--- src/rtl/can_mode_pkg.sv ---
package can_mode_pkg;
  localparam int NUM_MODES   = 2;
  localparam int MODE_SLEEP  = 0;
  localparam int MODE_FREEZE = 1;

  localparam int NUM_FLAGS  = 3;
  localparam int FLAG_ENTER = 0;
  localparam int FLAG_EXIT  = 1;
  localparam int FLAG_ERR   = 2;

  typedef logic [NUM_MODES-1:0] mode_vec_t;
  typedef logic [NUM_FLAGS-1:0] flag_vec_t;
endpackage

--- src/rtl/can_mode_unit.sv ---
module can_mode_unit #(
  parameter int   REC_BITS = 11,
  parameter logic ACK_RST  = 1'b0
) (
  input  logic clk,
  input  logic rst,
  input  logic req,
  input  logic idle,
  input  logic rx_bit,
  input  logic bit_strobe,
  output logic ack,
  output logic enter_evt,
  output logic leave_evt
);
  localparam int CNT_W = (REC_BITS > 1) ? $clog2(REC_BITS) : 1;
  localparam logic [CNT_W-1:0] CNT_LAST = CNT_W'(REC_BITS - 1);

  logic [CNT_W-1:0] rec_cnt;
  logic             leaving;

  assign leaving   = ack && !req;
  assign enter_evt = !ack && req && idle;
  assign leave_evt = leaving && bit_strobe && rx_bit && (rec_cnt == CNT_LAST);

  always_ff @(posedge clk) begin
    if (rst) begin
      ack     <= ACK_RST;
      rec_cnt <= '0;
    end else begin
      if (enter_evt)
        ack <= 1'b1;
      else if (leave_evt)
        ack <= 1'b0;

      if (!leaving || leave_evt || (bit_strobe && !rx_bit))
        rec_cnt <= '0;
      else if (bit_strobe)
        rec_cnt <= rec_cnt + CNT_W'(1);
    end
  end
endmodule

--- src/rtl/can_w1c_flag.sv ---
module can_w1c_flag (
  input  logic clk,
  input  logic rst,
  input  logic set,
  input  logic sw_clr,
  input  logic hw_clr,
  output logic q,
  output logic q_next
);
  always_comb begin
    if (set)
      q_next = 1'b1;
    else if (sw_clr || hw_clr)
      q_next = 1'b0;
    else
      q_next = q;
  end

  always_ff @(posedge clk) begin
    if (rst) q <= 1'b0;
    else     q <= q_next;
  end
endmodule

--- src/rtl/can_mode_flags.sv ---
module can_mode_flags
  import can_mode_pkg::*;
#(
  parameter int REC_BITS = 11,
  parameter int ERR_W    = 3
) (
  input  logic             clk,
  input  logic             rst,
  input  logic             sleep_req,
  input  logic             freeze_req,
  input  logic             ien_enter_doze,
  input  logic             ien_exit_doze,
  input  logic [ERR_W-1:0] err_ien,
  input  logic [ERR_W-1:0] err_status,
  input  logic             tx_busy,
  input  logic             rx_busy,
  input  logic             rx_bit,
  input  logic             bit_strobe,
  input  logic             sof_det,
  input  logic             wr_en,
  input  logic [2:0]       wr_data,
  output logic             doze_ack,
  output logic             freeze_ack,
  output logic             tx_active,
  output logic             rx_active,
  output logic             enter_doze_flag,
  output logic             exit_doze_flag,
  output logic             err_flag,
  output logic             status_irq
);
  mode_vec_t req_v, ack_v, enter_v, leave_v;
  flag_vec_t set_v, hwclr_v, swclr_v, q_v, nxt_v;
  logic      idle;

  assign idle               = !tx_busy && !rx_busy;
  assign req_v[MODE_SLEEP]  = sleep_req;
  assign req_v[MODE_FREEZE] = freeze_req;

  for (genvar m = 0; m < NUM_MODES; m++) begin : g_mode
    can_mode_unit #(
      .REC_BITS (REC_BITS),
      .ACK_RST  (m == MODE_SLEEP)
    ) mode_i (
      .clk        (clk),
      .rst        (rst),
      .req        (req_v[m]),
      .idle       (idle),
      .rx_bit     (rx_bit),
      .bit_strobe (bit_strobe),
      .ack        (ack_v[m]),
      .enter_evt  (enter_v[m]),
      .leave_evt  (leave_v[m])
    );
  end

  assign doze_ack   = ack_v[MODE_SLEEP];
  assign freeze_ack = ack_v[MODE_FREEZE];

  always_ff @(posedge clk) begin
    if (rst) begin
      tx_active <= 1'b0;
      rx_active <= 1'b0;
    end else begin
      tx_active <= tx_busy;
      rx_active <= rx_busy;
    end
  end

  always_comb begin
    set_v[FLAG_ENTER]   = enter_v[MODE_SLEEP] && ien_enter_doze;
    set_v[FLAG_EXIT]    = leave_v[MODE_SLEEP] || (sof_det && ack_v[MODE_SLEEP]);
    set_v[FLAG_ERR]     = |(err_status & err_ien);
    hwclr_v             = '0;
    hwclr_v[FLAG_ENTER] = leave_v[MODE_SLEEP];
    swclr_v             = wr_en ? flag_vec_t'(wr_data) : '0;
  end

  for (genvar f = 0; f < NUM_FLAGS; f++) begin : g_flag
    can_w1c_flag flag_i (
      .clk    (clk),
      .rst    (rst),
      .set    (set_v[f]),
      .sw_clr (swclr_v[f]),
      .hw_clr (hwclr_v[f]),
      .q      (q_v[f]),
      .q_next (nxt_v[f])
    );
  end

  assign enter_doze_flag = q_v[FLAG_ENTER];
  assign exit_doze_flag  = q_v[FLAG_EXIT];
  assign err_flag        = q_v[FLAG_ERR];

  always_ff @(posedge clk) begin
    if (rst)
      status_irq <= 1'b0;
    else
      status_irq <= nxt_v[FLAG_ENTER] || nxt_v[FLAG_ERR] ||
                    (nxt_v[FLAG_EXIT] && ien_exit_doze);
  end
endmodule

--- config.mk ---
export PLATFORM = sky130hd
export DESIGN_NAME = can_mode_flags
export DESIGN_NICKNAME = d
export VERILOG_FILES = /design/src/rtl/can_mode_pkg.sv /design/src/rtl/can_mode_unit.sv /design/src/rtl/can_w1c_flag.sv /design/src/rtl/can_mode_flags.sv
export SDC_FILE = /design/constraint.sdc
export NUM_CORES = 1
export LEC_CHECK = 0
export CAP_MARGIN = 10
export CELL_PAD_IN_SITES_DETAIL_PLACEMENT = 0
export CELL_PAD_IN_SITES_GLOBAL_PLACEMENT = 2
export CORE_UTILIZATION = 25
export DETAILED_ROUTE_END_ITERATION = 7
export PLACE_DENSITY_LB_ADDON = 0.1
export REMOVE_ABC_BUFFERS = 1
export SYNTH_ARGS = -nofsm -noshare
export SYNTH_HDL_FRONTEND = slang
export SYNTH_SLANG_ARGS = --single-unit
--- constraint.sdc ---
create_clock -name clk -period 3.3 [get_ports clk]
set_input_delay 0.66 -clock clk [delete_from_list [all_inputs] [get_ports clk]]
set_output_delay 0.66 -clock clk [all_outputs]
set_load 0.02 [all_outputs]
# ---- After elaboration in Yosys (flattened, before gate mapping)
# Index checks and enable logic that the tools add are counted.
dict set report word_totals {
  ram_bits 0
  latchBits 0
  mem_count 0
  rom_bits 0
  inputBits 21
  ff_bits 16
}
dict set report op_classes {
  shift 0
  n_eq_ne 2
  magnitude_cmp 0
  bitwise 1
  n_div 0
  addsub 2
  n_mux 9
  n_reduce_logical 39
  mul 0
}
# operator n
set ops {}
lappend ops {{$logic_and 1x1->1} 17}
lappend ops {{$logic_not 1->1} 9}
lappend ops {{$add 4x1->4 const B} 2}
lappend ops {{$eq 4x4->1 const B} 2}
lappend ops {{$logic_or 1x1->1} 8}
lappend ops {{$mux 1} 8}
lappend ops {{$reduce_or 2->1} 3}
lappend ops {{$and 3x3->3} 1}
lappend ops {{$mux 3} 1}
lappend ops {{$reduce_or 3->1} 1}
lappend ops {{$reduce_bool 2->1} 1}

# ---- Logic depth before layout (Yosys ltp)
dict set report depth {
  word_depth 10
  mapped_depth 6
}

# ---- By module
# From an unflattened synthesis, not the netlist that was laid out.
dict set report hier_totals {
  hier_cells 88
  area_unflattened_um2 807.0
}
# mod area_per_inst_um2 cells_each n_inst
set by_module_without_submodules {}
lappend by_module_without_submodules {{can_mode_unit at g_mode[1].mode_i} 276.5 29 1}
lappend by_module_without_submodules {{can_mode_unit at g_mode[0].mode_i} 257.7 28 1}
lappend by_module_without_submodules {can_mode_flags 137.6 16 1}
lappend by_module_without_submodules {can_w1c_flag 45.0 5 3}

# ---- Worst setup path before layout
# Ideal clock, no wire load.
dict set report synth_timing {
  path_type {input-to-reg}
  start {input port sleep_req}
  end {register status_irq}
  arrival_ns 1.349
  t_required_ns 3.180
  setup_slack_ns 1.831
  stages 4
  path_cell_list {nand2b_1 > nor3_2 > o21ai_0 > a211o_2}
}
dict set report synth_via {
  elab_chain_len 10
  word_cells_on_any_way 16
  classes_between {mux (3); reduce/logical (13)}
}
# item line_no
set synth_rtl {}
lappend synth_rtl {{start: declaration} can_mode_flags.sv:9} ;# input logic sleep_req,
lappend synth_rtl {{$logic_not 1->1} can_mode_unit.sv:21} ;# assign leaving = ack && !req;
lappend synth_rtl {{$logic_and 1x1->1} can_mode_unit.sv:21}
lappend synth_rtl {{$logic_and 1x1->1 (3 in series)} can_mode_unit.sv:23} ;# assign leave_evt = leaving && bit_strobe && rx_bit && (rec_cnt == CNT_LAST);
lappend synth_rtl {{$logic_or 1x1->1} can_w1c_flag.sv:13} ;# else if (sw_clr || hw_clr)
lappend synth_rtl {{$mux 1} can_w1c_flag.sv:13}
lappend synth_rtl {{$mux 1} can_w1c_flag.sv:11} ;# if (set)
lappend synth_rtl {{$logic_or 1x1->1} can_mode_flags.sv:98} ;# status_irq <= nxt_v[FLAG_ENTER] || nxt_v[FLAG_ERR] ||
lappend synth_rtl {{$logic_or 1x1->1 (*)} can_mode_flags.sv:98}
lappend synth_rtl {{end signal: assignment} can_mode_flags.sv:98}
lappend synth_rtl {{end: declaration} can_mode_flags.sv:29} ;# output logic status_irq
# Mark *: on every way between the ends. The rest lies on a longest branch, timed or not.
# A chain may end at the register's enable or synchronous reset.

# ---- Worst setup path in the final report
dict set report layout_timing {
  start {register g_mode[0].mode_i.ack}
  end {output port doze_ack}
}
# item line_no
set layout_lines {}
lappend layout_lines {{start: declaration} can_mode_unit.sv:11} ;# output logic ack,
lappend layout_lines {{start signal: assignment} can_mode_unit.sv:27} ;# ack <= ACK_RST;
lappend layout_lines {{start signal: assignment} can_mode_unit.sv:31} ;# ack <= 1'b1;
lappend layout_lines {{start signal: assignment} can_mode_unit.sv:33} ;# ack <= 1'b0;
lappend layout_lines {{end: declaration} can_mode_flags.sv:22} ;# output logic doze_ack,
# No word-level cell between the ends.

==> out/metrics.csv <==
metric;value;unit
synthesized instance count;76;
final cycle utilization of the critical path;59.8;%
outcome;finished clean;
RSZ-0062 raised after global routing;false;
final setup vio count;0;
cell with the most instances after synthesis;dfxtp_1;
sw frac;22.9;%
Vias/cell;4.43;
crit path DAT;1.31;ns
via count;611;
clock power share;32.6;%
all-layer global routing usage;11.4;%
synth cell count leaders;16 x dfxtp_1, 10 x nor2_1, 9 x nand2_1, 4 x ha_1, 4 x xor2_1;
Post-CTS Setup Bufs;0;
TritonCTS clock tree;done;
pin count of the biggest net entering global routing;14;
crit path to;doze_ack;
mapped cell area;718;um^2
leakage power;0.435;nW
Hold Fails Final Rpt;0;
starting density of the core;26.3;%
number of enable flip-flop cells after synthesis;0;
Power Internal;0.306;mW
initial antenna violation count;0;
max cap viols;0;
Fin Hold WS;0.491;ns
dominant synthesized flop cell;dfxtp_1;
Yosys top cell by area;dfxtp_1;
Combinational Power Share;16.2;%
RD Place Congestion;0.676;
final WL;1460;um
clock-pin slew on the worst setup and hold paths;0.10;ns
ys async rst share;0;%
Avg Synthesized Cell Area;9.45;um^2
Final min period;1.97;ns
worst min path class;flop to flop;
hold_sp;g_flag[2].flag_i.q;
CP delay by family, top;buffers and inverters;
Seq cells post-synth;16;
Worst path max stage delay;0.63;ns
die height;55.6;um
DRC Markers;0;
R2R cell count;6;
Core Box Area;2730;um^2
num rows;19;
P per Cell Area;370;nW/um^2
Worst path slowest cell;clkdlybuf4s50_1;
layout overhead on the synthesized area;49.1;%
WL/cell;10.6;um
number of global-route vias before repair;628;
TritonCTS Buffers;3;
root buffer cell;clkbuf_4;
post-synth top area share;44.6;%
nature of the critical path endpoint;output pin;
synth top area cells;dfxtp_1 45%, ha_1 7.0%, nor2_1 5.2%, xor2_1 4.9%, nand2_1 4.7%;
Fin Setup TNS;0;ns
Cell variety after synth;26;
Max clock buf depth;2;
# resized after CTS;0;
worst-path cell chain;clkdlybuf4s50_1;
WHS Path Cells;2;
Critical Path Start;g_mode[0].mode_i.ack;
CTS Sinks;16;
# diodes;0;
Slew Viols, Final;0;
proportion of layout cells with a drive suffix above 1;9.35;%
H-tree Lvls;1;
Critical Path RT;2.64;ns
die width;55.6;um
sequential fraction of the synthesis area;44.6;%
final std cell area, no fill;1070;um^2
Reg power frac;51.2;%
Post-DP HPWL;1130;um
IO Port Bufs;28;
Levels on crit path;1;
boundary pin count;29;
fin nets;133;
cts hold-fix bufs;0;
first-pass GRT wire length;2700;um
Antenna Nets Post-Route;0;
Worst R2R Start;g_mode[0].mode_i.rec_cnt[0];
Iteration-0 DRC Markers;10;
DP Area;1030;um^2
crit start category;flop;
relative slew slack;74.9;%
Final Skew;0.00189;ns
fmax;507;MHz
VDD IR max;204;uV
critical path class;flop to output pin;
synth warn;0;
die area;3090;um^2
Sw Pwr;0.0906;mW
Worst Tran Pin Value;0.376;ns
Worst R2R Setup Slack;1.84;ns
Skew-Pair Late Insertion Delay;0.28;ns
worst r2r dst;status_irq;
crit-path max FO;5;
WP buf/inv;1;
Pre-Repair DR Iteration Count;4;
grt ovf;0;
## power groups by stage
stage / Combinational [mW] / Sequential, mW / Clock, mW
after floorplan: 0.0161 / 0.213 / 0
after global placement: 0.0654 / 0.207 / 0
after detailed placement: 0.0647 / 0.207 / 0
after CTS: 0.0654 / 0.203 / 0.136
after global routing: 0.0698 / 0.204 / 0.147
final: 0.0644 / 0.203 / 0.129
## placed cells by master, fill, tap and decap left out, types with 3 or more instances in the layout
cell,netlist,layout
ha_1,4,4
dfxtp_1,16,16
clkbuf_4,0,3
nor2_1,10,10
clkdlybuf4s50_1,0,28
a21oi_1,3,3
nand2_1,9,9
nand4_1,3,3
xor2_1,4,4
## layout make-up
cell class              count  area [um^2]
fillers                   295         1660
multi-input cells          56          380
flip-flops and latches     16          320
repair buffers             29          288
well taps                  31         38.8
clock buffers               4         36.3
inverters                   2         7.51
## state kept, by name (all words and copies together), names as in the netlist
name / flops
rx_active: 1
g_flag.flag_i.q: 3
status_irq: 1
g_mode.mode_i.ack: 2
g_mode.mode_i.rec_cnt: 8
tx_active: 1
## logic make-up after synthesis
group	count (synthesis)	synth area share, %
AND/OR/NAND/NOR	33	24.6
adder cells (fa/ha/maj)	4	6.97
buffers and inverters	4	2.44
XOR/XNOR	6	7.32
AO/OA/AOI/OAI	13	14.1
flip-flops	16	44.6
## worst register-to-register path, stage by stage, from the launching register on
cell	delay, ns
dfxtp_1	0.36
inv_1	0.07
ha_1	0.19
nand3b_4	0.09
nor3_2	0.20
o21ai_0	0.14
a211o_2	0.31
## per-layer routing
layer / wire length (um) / GRT usage (%) / vias to the layer above
met5: 0 / 0 / -
met4: 18 / 7.50 / 0
met3: 107 / 4.42 / 2
met2: 640 / 16.9 / 18
met1: 694 / 13.7 / 266
li1: - / - / 325
## how the worst min path moves through the flow
stage	end	slack, ns
final	g_flag[2].flag_i.q	0.49
after detailed placement	g_flag[2].flag_i.q	0.48
after CTS	g_flag[2].flag_i.q	0.50
after global placement	g_flag[2].flag_i.q	0.49
after floorplan	g_mode[1].mode_i.rec_cnt[3]	0.48
after global routing	g_flag[2].flag_i.q	0.54
## per-stage QoR
step | worst slack [ns] | instances | util, % | power, mW
after global routing | 1.23 | 138 | 39.2 | 0.421
final | 1.33 | 138 | 39.2 | 0.396
after global placement | 1.15 | 134 | 37.8 | 0.273
after floorplan | 1.83 | 74 | - | 0.230
after detailed placement | 1.10 | 134 | 37.8 | 0.272
after CTS | 1.30 | 138 | 39.2 | 0.404
Note: power is estimated with default switching activity, not from simulation.
